<file path="config.mk">
export PLATFORM = sky130hd
export DESIGN_NAME = auth_mask_block
export DESIGN_NICKNAME = d
export VERILOG_FILES = /design/src/rtl/auth_mask_pkg.sv /design/src/rtl/auth_access_decode.sv /design/src/rtl/auth_bit_insert.sv /design/src/rtl/auth_reg_bank.sv /design/src/rtl/auth_mask_block.sv
export SDC_FILE = /design/constraint.sdc
export NUM_CORES = 1
export LEC_CHECK = 0
export BUFFER_PORTS_ARGS = -buffer_cell sky130_fd_sc_hd__buf_2
export CAP_MARGIN = 0
export CORE_MARGIN = 1.5
export CORE_UTILIZATION = 45
export CTS_BUF_LIST = sky130_fd_sc_hd__clkbuf_8
export DETAILED_ROUTE_END_ITERATION = 16
export PLACE_DENSITY_LB_ADDON = 0.08
export SETUP_SLACK_MARGIN = 0.2
export SLEW_MARGIN = 20
export SYNTH_ARGS = -nofsm -noshare
export SYNTH_HDL_FRONTEND = slang
export SYNTH_HIERARCHICAL = 1
export SYNTH_SLANG_ARGS = --single-unit
</file>
<file path="constraint.sdc">
create_clock -name clk -period 5.89 [get_ports clk]
set_input_delay 1.767 -clock clk [delete_from_list [all_inputs] [get_ports clk]]
set_output_delay 1.767 -clock clk [all_outputs]
set_load 0.02 [all_outputs]
</file>
<file path="src/rtl/auth_mask_pkg.sv">
package auth_mask_pkg;

    localparam int unsigned DATA_W = 64;
    localparam int unsigned ADDR_W = 10;

    // Register numbers. The two authority aliases matter to software.
    localparam logic [ADDR_W-1:0] NUM_AUTH_USR = ADDR_W'(13);
    localparam logic [ADDR_W-1:0] NUM_AUTH_PRV = ADDR_W'(29);
    localparam logic [ADDR_W-1:0] NUM_UOVR     = ADDR_W'(40);
    localparam logic [ADDR_W-1:0] NUM_SOVR     = ADDR_W'(41);

    typedef enum logic [1:0] {
        CTX_USER = 2'd0,
        CTX_SUP  = 2'd1,
        CTX_HYP  = 2'd2
    } ctx_e;

    typedef enum logic [1:0] {
        TGT_NONE = 2'd0,
        TGT_AUTH = 2'd1,
        TGT_UOVR = 2'd2,
        TGT_SOVR = 2'd3
    } target_e;

    typedef enum logic [1:0] {
        MSK_FULL = 2'd0,
        MSK_UOVR = 2'd1,
        MSK_SOVR = 2'd2
    } msel_e;

    typedef struct packed {
        logic    legal;
        target_e tgt;
        msel_e   msel;
    } decision_t;

    // User state wins over the hypervisor bit.
    function automatic ctx_e ctx_of(input logic user, input logic hyp);
        if (user)     return CTX_USER;
        else if (hyp) return CTX_HYP;
        else          return CTX_SUP;
    endfunction

    // Mask that governs an authority write in a given context.
    function automatic msel_e auth_mask_for(input ctx_e c);
        case (c)
            CTX_USER: return MSK_UOVR;
            CTX_SUP:  return MSK_SOVR;
            default:  return MSK_FULL;
        endcase
    endfunction

endpackage

</file>
<file path="src/rtl/auth_access_decode.sv">
module auth_access_decode
    import auth_mask_pkg::*;
#(
    parameter int unsigned AW = ADDR_W
) (
    input  logic [AW-1:0] addr,
    input  logic          priv_user,
    input  logic          priv_hyp,
    output decision_t     dec
);
    ctx_e ctx;

    always_comb begin
        ctx       = ctx_of(priv_user, priv_hyp);
        dec.legal = 1'b0;
        dec.tgt   = TGT_NONE;
        dec.msel  = MSK_FULL;
        if (addr == AW'(NUM_AUTH_USR)) begin
            dec.legal = 1'b1;
            dec.tgt   = TGT_AUTH;
            dec.msel  = auth_mask_for(ctx);
        end else if (addr == AW'(NUM_AUTH_PRV)) begin
            dec.legal = (ctx != CTX_USER);
            dec.tgt   = TGT_AUTH;
            dec.msel  = auth_mask_for(ctx);
        end else if (addr == AW'(NUM_UOVR)) begin
            dec.legal = (ctx != CTX_USER);
            dec.tgt   = TGT_UOVR;
            dec.msel  = (ctx == CTX_HYP) ? MSK_FULL : MSK_SOVR;
        end else if (addr == AW'(NUM_SOVR)) begin
            dec.legal = (ctx == CTX_HYP);
            dec.tgt   = TGT_SOVR;
            dec.msel  = MSK_FULL;
        end
    end

endmodule

</file>
<file path="src/rtl/auth_bit_insert.sv">
module auth_bit_insert #(
    parameter int unsigned W = 64
) (
    input  logic [W-1:0] old_val,
    input  logic [W-1:0] new_val,
    input  logic [W-1:0] mask,
    output logic [W-1:0] merged
);
    for (genvar i = 0; i < W; i++) begin : g_bit
        assign merged[i] = mask[i] ? new_val[i] : old_val[i];
    end
endmodule

</file>
<file path="src/rtl/auth_reg_bank.sv">
module auth_reg_bank
    import auth_mask_pkg::*;
#(
    parameter int unsigned W = DATA_W
) (
    input  logic         clk,
    input  logic         rst,
    input  logic         we,
    input  target_e      tgt,
    input  logic [W-1:0] wval,
    output logic [W-1:0] auth_q,
    output logic [W-1:0] uovr_q,
    output logic [W-1:0] sovr_q
);
    always_ff @(posedge clk) begin
        if (rst) begin
            auth_q <= '0;
            uovr_q <= '0;
            sovr_q <= '0;
        end else if (we) begin
            case (tgt)
                TGT_AUTH: auth_q <= wval;
                TGT_UOVR: uovr_q <= wval;
                TGT_SOVR: sovr_q <= wval;
                default:  ;
            endcase
        end
    end
endmodule

</file>
<file path="src/rtl/auth_mask_block.sv">
module auth_mask_block
    import auth_mask_pkg::*;
#(
    parameter int unsigned DW = DATA_W,
    parameter int unsigned AW = ADDR_W
) (
    input  logic          clk,
    input  logic          rst,
    input  logic [AW-1:0] addr,
    input  logic          wr_en,
    input  logic          rd_en,
    input  logic [DW-1:0] wdata,
    input  logic          priv_user,
    input  logic          priv_hyp,
    output logic [DW-1:0] rdata,
    output logic          access_err
);
    decision_t     dec;
    logic [DW-1:0] auth_q, uovr_q, sovr_q;
    logic [DW-1:0] sel_mask, sel_old, merged, cur_val;
    logic          wr_go;

    auth_access_decode #(.AW(AW)) u_dec (
        .addr      (addr),
        .priv_user (priv_user),
        .priv_hyp  (priv_hyp),
        .dec       (dec)
    );

    always_comb begin
        case (dec.msel)
            MSK_UOVR: sel_mask = uovr_q;
            MSK_SOVR: sel_mask = sovr_q;
            default:  sel_mask = '1;
        endcase
        case (dec.tgt)
            TGT_AUTH: cur_val = auth_q;
            TGT_UOVR: cur_val = uovr_q;
            TGT_SOVR: cur_val = sovr_q;
            default:  cur_val = '0;
        endcase
        sel_old = cur_val;
    end

    auth_bit_insert #(.W(DW)) u_ins (
        .old_val (sel_old),
        .new_val (wdata),
        .mask    (sel_mask),
        .merged  (merged)
    );

    assign wr_go      = wr_en && dec.legal;
    assign access_err = (wr_en || rd_en) && !dec.legal;
    assign rdata      = (rd_en && dec.legal) ? cur_val : '0;

    auth_reg_bank #(.W(DW)) u_bank (
        .clk    (clk),
        .rst    (rst),
        .we     (wr_go),
        .tgt    (dec.tgt),
        .wval   (merged),
        .auth_q (auth_q),
        .uovr_q (uovr_q),
        .sovr_q (sovr_q)
    );


    reset_clear_chk: assert property (@(posedge clk)
        rst |=> (auth_q == '0 && uovr_q == '0 && sovr_q == '0));


    user_insert_chk: assert property (@(posedge clk) disable iff (rst)
        (wr_en && priv_user && addr == AW'(NUM_AUTH_USR)) |=>
        auth_q == (($past(auth_q) & ~$past(uovr_q)) | ($past(wdata) & $past(uovr_q))));


    hyp_full_store_chk: assert property (@(posedge clk) disable iff (rst)
        (wr_en && priv_hyp && !priv_user &&
         (addr == AW'(NUM_AUTH_USR) || addr == AW'(NUM_AUTH_PRV))) |=>
        auth_q == $past(wdata));


    user_blocked_chk: assert property (@(posedge clk) disable iff (rst)
        (priv_user && (wr_en || rd_en) &&
         (addr == AW'(NUM_AUTH_PRV) || addr == AW'(NUM_UOVR))) |-> access_err);


    sovr_guard_chk: assert property (@(posedge clk) disable iff (rst)
        !(wr_en && priv_hyp && !priv_user && addr == AW'(NUM_SOVR)) |=>
        $stable(sovr_q));


    err_reads_zero_chk: assert property (@(posedge clk) disable iff (rst)
        access_err |-> rdata == '0);

endmodule

</file>
==> flow_metrics.tcl, run 1 <==
set metrics [dict create \
    run_status "completed" \
    grt_max_degree 88 \
    worstMarginPinSlew_ns 0.729 \
    routed_wl_mm 31.2 \
    io_pins 145 \
    core_um2 25200 \
    syn_inst 1108 \
    portBuffers 144 \
    setup-tns-final_ns 0 \
    via_count 8841 \
    clock_tree.buffer_depth 2 \
    slowest_delay_ns 0.34 \
    async_flop_share_pct 0 \
    clkTransAtPathRegs_ns 0.09 \
    max-slew-margin-rel_pct 51.4 \
    drc 0 \
    maxCapViolCount 0 \
    setup_viol 0 \
    start_util_pct 45.8 \
    yosysTopAreaCell "dfxtp_1" \
    hold_viol_final 0 \
    clock_sinks 192 \
    yosysUniqueCellTypes 33 \
    row_count 58 \
    antenna_found_initial 5 \
    ys_top_cells_by_count "nand2b_1, mux2i_1, dfxtp_1" \
    tritoncts "built" \
    p_per_area_nw_per_um2 183 \
    grtUsageTotal_pct 23.4 \
    path_cells "buf_2 > nor4b_1 > buf_4 > nand2_1 > buf_4 > nor3_2 > and4b_2 > buf_12 > a22o_1 > buf_2" \
    clock_latency_ns 0.48 \
    die-area_um2 26600 \
    gp_congestion 0.780 \
    via_per_inst 5.71 \
    synth_ff_type "dfxtp_1" \
    cts_root_buf "clkbuf_8" \
    synthMostInstantiatedCell "nand2b_1" \
    h-tree-depth 4 \
    crit_path_end_kind "output pin" \
    period_needed_ns 5.60 \
    max_freq_ghz 0.179 \
    critical_path_required_ns 4.12 \
    crit_buf_inv 5 \
    die_y_um 163 \
    drive_gt1_share_pct 26.7 \
    syn2layout_area_growth_pct 13.8 \
    postRouteAntennaNets 0 \
    hold_path.class "register to register" \
    finalMaxSlewViolations 0 \
    vdd_ir_drop_max_v 0.000142 \
    numCtsBuffers 17 \
    cp-start-kind "input port" \
    syn_area_per_cell_um2 10.4 \
    synth-edff-count 0 \
    cp_data_arrival_time_ns 3.83 \
    finalCritPeriodShare_pct 95.1 \
    netlist_area_um2 11500 \
    critPathTopFamily "simple AND/OR/NAND/NOR gates" \
    avgRoutedWirePerCell_um 20.2 \
    grt_first_pass_wirelength_mm 48.9 \
    grt_overflow 0 \
    syn_nets 1190 \
    seq_area_frac_synth_pct 33.3 \
    drt-initial-drc-count 589 \
    grt_pass1_vias 8827 \
    synth_seq_cells 192 \
    finClkSkew_ns 0.0130 \
    die_w_um 163 \
    hpwl_mm 18.8 \
    final_nets 1283 \
    p_leak_nw 6.08 \
    synth_top_cell_area_share_pct 33.3 \
    yosys-top-cells-area "dfxtp_1, mux2i_1, nand2b_1" \
    worstSetupPathType "input port to output pin" \
    critPathSlowestCell "nor4b_1" \
    rsz0062_at_grt "no" \
    yosysWarningCount 6 \
    crit_path_max_fanout 27 \
    drt_pass1_iterations 5 \
    finalPower_mw 2.41 \
]
layer usage:
layer,part of all wire (%),vias to the layer above,GRT usage (%)
li1,-,4251,-
met1,48,4376,31.9
met2,46,192,37.9
met3,4.5,20,4.06
met4,1.1,2,6.46
met5,0.042,-,0
what timing repair did:
| action | CTS | global route |
|---|---|---|
| hold buffers | 0 | 0 |
| gates resized for setup | 0 | 1 |
| endpoints found under the setup margin | 0 | 1 |
| buffers inserted | 0 | 0 |
flip-flops by register name (all words and copies together) (netlist names):
signal         count
u_bank/auth_q     64
u_bank/uovr_q     64
u_bank/sovr_q     64
path summary, 6_finish.rpt:
check,startpoint,endpoint,slack (ns),cells after the start
worst max-delay path,addr[1],rdata[17],0.29,10
worst min-delay path,u_bank/auth_q[46]$_SDFFE_PP0P_,u_bank/auth_q[46]$_SDFFE_PP0P_,0.47,2
worst max register to register,u_bank/sovr_q[4]$_SDFFE_PP0P_,u_bank/sovr_q[4]$_SDFFE_PP0P_,4.44,5
worst min register to register,u_bank/auth_q[46]$_SDFFE_PP0P_,u_bank/auth_q[46]$_SDFFE_PP0P_,0.47,2
layout make-up:
| class | instances | area (um2) |
|---|---|---|
| Antenna cell | 4 | 10.0 |
| Sequential cell | 192 | 3840 |
| Fill cell | 2278 | 12000 |
| Timing Repair Buffer | 179 | 1200 |
| Clock buffer | 19 | 262 |
| Clock inverter | 13 | 174 |
| Tap cell | 330 | 413 |
| Multi-Input combinational cell | 806 | 7210 |
| Inverter | 5 | 18.8 |
worst min-delay path, stage by stage (launching register included):
cell	delay, ns
dfxtp_1	0.32
nand2b_1	0.06
mux2i_1	0.05
logic make-up after synthesis:
| logic type | count (synthesis) | share of synthesized area [%] |
|---|---|---|
| flops | 192 | 33.3 |
| fa+ha+maj | 2 | 0.217 |
| simple gates | 281 | 15.2 |
| mux | 320 | 31.1 |
| compound gates | 203 | 15.5 |
| buf+inv | 110 | 4.64 |
per-stage QoR:
step	hold WS, ns	setup slack, ns	std cells	cell area, um2	utilization, %
floorplan	0.445	0.501	1108	11500	-
global placement	0.456	0.349	1512	12700	50.4
detailed placement	0.460	0.316	1512	12700	50.4
global route	0.488	0.223	1548	13100	52.2
CTS	0.477	0.312	1544	13100	52.1
finish	0.472	0.289	1548	13100	52.2
power by group:
group	switching (mW)	total [mW]	internal [mW]
Sequential	0.00000191	1.30	1.30
Clock	0.506	0.958	0.452
Combinational	0.0641	0.150	0.0854
placed cells by master, fill, tap and decap left out, types with 2 or more instances in the layout:
master,instances
a211oi_1,7
nand2_1,4
a21oi_1,15
mux2_4,64
diode_2,4
clkbuf_8,19
a221o_1,64
a211o_1,2
inv_1,6
inv_8,2
nor2_1,3
nand3b_1,2
mux2_2,39
mux2_1,18
buf_12,17
clkinvlp_4,3
bufinv_16,3
a22o_1,114
buf_2,143
mux2i_1,199
dfxtp_1,192
buf_4,18
inv_6,3
nand2b_1,256
ha_2,2
Note: power is estimated with default switching activity, not from simulation.
==> inputs of run 2 (changes only) <==
Settings changed: REMOVE_ABC_BUFFERS from default to 1, SYNTH_HIERARCHICAL 1 to default.
==> flow_metrics.tcl, run 2 <==
set metrics [dict create \
    wl_met3_mm 2.85 \
    syn_inst 1217 \
    largestRegisters "u_bank.auth_q (64), u_bank.sovr_q (64), u_bank.uovr_q (64)" \
    finalCritPeriodShare_pct 93.4 \
    syn2layout_area_growth_pct 12.3 \
    yosysWarningCount 0 \
    start_util_pct 46.2 \
    p_per_area_nw_per_um2 203 \
    die_y_um 153 \
    antenna_found_initial 0 \
    via_per_inst 6.58 \
    finClkSkew_ns 0.0130 \
    cp_data_arrival_time_ns 3.73 \
    max-slew-margin-rel_pct 21.5 \
    die-area_um2 23500 \
    layout_commonest_cell "dfxtp_1" \
    synthMostInstantiatedCell "dfxtp_1" \
    r2r_slack_ns 4.38 \
    h-tree-depth 4 \
    synth_seq_cells 192 \
    grt_overflow 0 \
    clock_latency_ns 0.49 \
    grt_pass1_vias 9915 \
    numCtsBuffers 17 \
    yosysTopAreaCell "dfxtp_1" \
    wl_met2_mm 16.2 \
    reg2reg_to "u_bank.uovr_q[52]$_SDFFE_PP0P_" \
    p_leak_nw 4.64 \
    clock_sinks 192 \
    tritoncts "built" \
    whs_path_depth 2 \
    finalMaxSlewViolations 0 \
    netSwitchingPower_mw 0.657 \
    crit_path_end_kind "output pin" \
    postRouteAntennaNets 0 \
    core_um2 22000 \
    run_status "completed" \
    yosys-top-cells-area "dfxtp_1, a22o_1, and3_1" \
    hp-start "u_bank.auth_q[29]$_SDFFE_PP0P_" \
    grtUsageTotal_pct 29.6 \
    most-common-layout-cells "dfxtp_1, buf_2, and3_1" \
    hold_viol_final 0 \
    drc 0 \
    worstSetupPathType "input port to output pin" \
    rr_worst_depth 5 \
    crit_path_max_fanout 64 \
    critical_path_required_ns 4.12 \
    yosysUniqueCellTypes 46 \
    grt_first_pass_wirelength_mm 55.2 \
    vdd_ir_drop_max_v 0.000125 \
    diodes 0 \
    synth_top_cell_area_share_pct 37.8 \
    combPwrFrac_pct 8.2 \
    drive_gt1_share_pct 19.2 \
    gp_congestion 0.778 \
    grt_max_degree 66 \
    final_core_util_pct 51.8 \
    r2r_start "u_bank.uovr_q[52]$_SDFFE_PP0P_" \
    drt_pass1_iterations 7 \
    via_count 10357 \
    post_cts_resized 0 \
    postLayoutSetupSlackWorst_ns 0.389 \
    synth_ff_type "dfxtp_1" \
    maxCapViolCount 0 \
    placedCellCount 1542 \
    post_cts_buffers 0 \
    hold_path.class "register to register" \
    clock_tree.buffer_depth 2 \
    ys_top_cells_by_count "dfxtp_1, and3_1, a22o_1" \
    syn_area_per_cell_um2 8.35 \
    worstMarginPinSlew_ns 1.18 \
    synth-edff-count 0 \
    setup_viol 0 \
    drt-initial-drc-count 1008 \
    row_count 54 \
    hpwl_mm 19.0 \
    seq_power_share_pct 56.0 \
    drt-met1-wl_mm 15.8 \
    async_flop_share_pct 0 \
    routed_wl_mm 35.3 \
    top_layer_used "met4" \
    max_freq_ghz 0.182 \
    rsz0062_at_grt "no" \
    cp-start-kind "input port" \
    switching_share_pct 28.3 \
    final_nets 1363 \
    netlist_area_um2 10200 \
    power_frac_clock_pct 35.8 \
    cts_root_buf "clkbuf_8" \
    io_pins 145 \
    final_cells 1574 \
    avgRoutedWirePerCell_um 22.4 \
    die_w_um 153 \
    internal_power_mw 1.66 \
    period_needed_ns 5.50 \
    portBuffers 144 \
    seq_area_frac_synth_pct 37.8 \
    clkTransAtPathRegs_ns 0.10 \
    hold_end "u_bank.auth_q[29]$_SDFFE_PP0P_" \
    ctsHoldBuffers 0 \
    pre_cts_ws_ns 0.434 \
]
==> run 2: cell count changes after synthesis, sizes merged, moves of 87 or more <==
cell	before	now
nor2	4	91
mux2i	199	1
o21ai	0	113
nand2b	256	4
and3	1	125
mux2	121	0
==> run 2: worst max-delay path by stage <==
stage                        from        end  slack (ns)  depth (start not counted)
after floorplan           addr[1]  rdata[11]       -1.86                          3
after global placement    addr[4]  rdata[22]        0.51                          8
after detailed placement  addr[4]   rdata[3]        0.43                          7
after CTS                 addr[4]   rdata[3]        0.43                          7
after global routing      addr[4]   rdata[3]        0.33                          7
final                     addr[4]   rdata[3]        0.39                          7
==> run 2: per-stage QoR <==
stage | area (um2) | power [mW] | hold slack [ns] | TNS (ns)
floorplan | 9580 | 1.41 | 0.417 | -148.19
global placement | 11100 | 1.51 | 0.427 | 0
detailed placement | 11100 | 1.51 | 0.434 | 0
CTS | 11400 | 2.33 | 0.455 | 0
global route | 11400 | 2.39 | 0.478 | 0
finish | 11400 | 2.32 | 0.455 | 0
==> run 2: per-layer routing <==
metal / vias to the layer above / global-route usage (%)
met1: 4990 / 39.9
met4: 0 / 8.36
met5: - / 0
li1: 4846 / -
met3: 37 / 5.67
met2: 484 / 48.1
==> run 2: area by class of cell <==
| class | instances | area, um2 |
|---|---|---|
| clock buffers | 17 | 234 |
| clock inverters | 15 | 124 |
| fillers | 2119 | 10600 |
| inverters | 2 | 7.51 |
| multi-input cells | 892 | 5780 |
| flip-flops and latches | 192 | 3840 |
| well taps | 280 | 350 |
| repair buffers | 176 | 1070 |
==> run 2: power groups by stage <==
stage / sequential (mW) / clock [mW] / combinational, mW
floorplan: 1.33 / 0 / 0.0791
global placement: 1.33 / 0 / 0.186
detailed placement: 1.33 / 0 / 0.186
CTS: 1.30 / 0.841 / 0.187
global route: 1.30 / 0.894 / 0.201
finish: 1.30 / 0.831 / 0.190
==> run 2: cells by family after synthesis <==
family	after synthesis	synth area share, %
simple gates	468	24.9
flops	192	37.8
compound gates	421	31.1
fa+ha+maj	2	0.246
buf+inv	133	5.85
mux	1	0.0985
==> run 2: critical path, cell delays in order <==
cell and delay (ns):
buf_2 0.15, nor3b_1 0.35, and2_2 0.25, buf_12 0.31
nand4_1 0.18, a211oi_1 0.45, buf_2 0.24
==> inputs of run 3 (changes only) <==
Settings changed: RECOVER_POWER from default to 25.
==> flow_metrics.tcl, run 3 (synthesis results as in run 2) <==
set metrics [dict create \
    drt-met1-wl_mm 15.6 \
    die_w_um 153 \
    postRouteAntennaNets 0 \
    combPwrFrac_pct 8.1 \
    setup-tns-final_ns 0 \
    max_freq_ghz 0.182 \
    finalPower_mw 2.32 \
    antenna_found_initial 0 \
    max-slew-margin-rel_pct -41.8 \
    fin_hold_ws_ns 0.453 \
    seq_power_share_pct 56.0 \
    hold_end "u_bank.auth_q[58]$_SDFFE_PP0P_" \
    violations "capacitance limit, slew limit" \
    post_cts_buffers 0 \
    drt-initial-drc-count 975 \
    grt_pass1_vias 9915 \
    final_nets 1363 \
    die-area_um2 23500 \
    top_layer_used "met4" \
    portBuffers 144 \
    gp_congestion 0.778 \
    placedCellCount 1542 \
    period_needed_ns 5.51 \
    critical_path_required_ns 4.12 \
    avgRoutedWirePerCell_um 22.4 \
    io_pins 145 \
    finalMaxSlewViolations 62 \
    crit_path_max_fanout 64 \
    die_y_um 153 \
    hold_viol_final 0 \
    drc 0 \
    hp-start "u_bank.auth_q[58]$_SDFFE_PP0P_" \
    core_um2 22000 \
    power_frac_clock_pct 35.8 \
    most-common-layout-cells "dfxtp_1, buf_2, and3_1" \
    drt_pass1_iterations 5 \
    maxCapViolCount 2 \
    syn2layout_area_growth_pct 12.0 \
    rr_worst_depth 5 \
    internal_power_mw 1.66 \
    rsz0062_at_grt "no" \
    via_count 10360 \
    grt_overflow 0 \
    clock_sinks 192 \
    drive_gt1_share_pct 18.7 \
    cp_common_cell "buf_2" \
    largestRegisters "u_bank.auth_q (64), u_bank.sovr_q (64), u_bank.uovr_q (64)" \
    setup_viol 0 \
    hold_path.class "register to register" \
    routed_wl_mm 35.3 \
    ctsHoldBuffers 0 \
    diodes 0 \
    start_util_pct 46.2 \
    crit_buf_inv 3 \
    slowest_delay_ns 0.46 \
    worstSetupPathType "input port to output pin" \
    layout_commonest_cell "dfxtp_1" \
    netSwitchingPower_mw 0.655 \
    row_count 54 \
    cp-start-kind "input port" \
    p_leak_nw 4.62 \
    path_cells "buf_2 > nor3b_1 > and2_2 > buf_12 > nand4_1 > a211oi_1 > buf_2" \
    r2r_slack_ns 4.38 \
    grt_max_degree 66 \
    clock_latency_ns 0.48 \
    run_status "complete, but fails checks" \
    grtUsageTotal_pct 29.6 \
    clkTransAtPathRegs_ns 0.11 \
    critPathSlowestCell "a211oi_1" \
    whs_path_depth 2 \
    critPathTopFamily "simple AND/OR/NAND/NOR gates" \
    via_per_inst 6.58 \
    cts_root_buf "clkbuf_8" \
    finalCritPeriodShare_pct 93.5 \
    tritoncts "built" \
    hpwl_mm 19.0 \
    grt_first_pass_wirelength_mm 55.2 \
    reg2reg_to "u_bank.uovr_q[52]$_SDFFE_PP0P_" \
    wl_met2_mm 16.1 \
    wl_met3_mm 3.13 \
    p_per_area_nw_per_um2 203 \
    switching_share_pct 28.3 \
    vdd_ir_drop_max_v 0.000126 \
    final_cells 1574 \
    post_cts_resized 0 \
    numCtsBuffers 17 \
    h-tree-depth 4 \
    r2r_start "u_bank.uovr_q[52]$_SDFFE_PP0P_" \
    worst-path-stages 7 \
    cp_data_arrival_time_ns 3.74 \
    crit_path_end_kind "output pin" \
    worstMarginPinSlew_ns 2.13 \
    nFillCells 2127 \
    clock_tree.buffer_depth 2 \
    finClkSkew_ns 0.0126 \
]
[run 3: changes by cell type in the layout (fill, tap and decap cells not counted)]
| cell | delta |
|---|---|
| buf_2 | -1 |
| buf_4 | -2 |
| clkbuf_1 | +3 |
| ha_1 | +2 |
| ha_2 | -2 |
| nor4b_1 | +1 |
| nor4b_4 | -1 |
| o21ai_0 | +5 |
| o21ai_1 | -5 |
[run 3: metal layers]
layer	vias to the layer above	global-route usage, %
li1	4849	-
met4	0	8.36
met5	-	0
met1	4982	39.9
met2	497	48.1
met3	32	5.67
[run 3: stage by stage]
step | utilization, % | instance area, um2 | setup slack (ns)
4_1_cts | 51.8 | 11400 | 0.426
6_report | 51.7 | 11400 | 0.381
2_1_floorplan | - | 9580 | -1.86
3_5_place_dp | 50.2 | 11100 | 0.434
5_1_grt | 51.7 | 11400 | 0.318
3_3_place_gp | 50.2 | 11100 | 0.512
[run 3: how the worst max path moves through the flow]
stage	start	to	slack [ns]
3_5_place_dp	addr[4]	rdata[3]	0.43
3_3_place_gp	addr[4]	rdata[22]	0.51
4_1_cts	addr[4]	rdata[3]	0.43
6_report	addr[4]	rdata[3]	0.38
5_1_grt	addr[2]	rdata[5]	0.32
2_1_floorplan	addr[1]	rdata[11]	-1.86
[run 3: worst min-delay path: stages (launching register included)]
cell	delay (ns)
dfxtp_1	0.32
nand2_1	0.05
o21ai_1	0.05
[run 3: area by class of cell]
| class | count | area (um2) | share of cell area, % |
|---|---|---|---|
| tap | 280 | 350 | 3.08 |
| sequential | 192 | 3840 | 33.8 |
| timing repair buffer | 176 | 1060 | 9.35 |
| clock buffer | 17 | 234 | 2.06 |
| clock inverter | 15 | 124 | 1.09 |
| inverter | 2 | 7.51 | 0.0659 |
| multi-input combinational | 892 | 5760 | 50.6 |
[run 3: power groups by stage]
stage / Combinational (mW) / Sequential, mW / Clock, mW
global placement: 0.186 / 1.33 / 0
CTS: 0.187 / 1.30 / 0.841
finish: 0.188 / 1.30 / 0.829
floorplan: 0.0791 / 1.33 / 0
global route: 0.200 / 1.30 / 0.894
detailed placement: 0.186 / 1.33 / 0
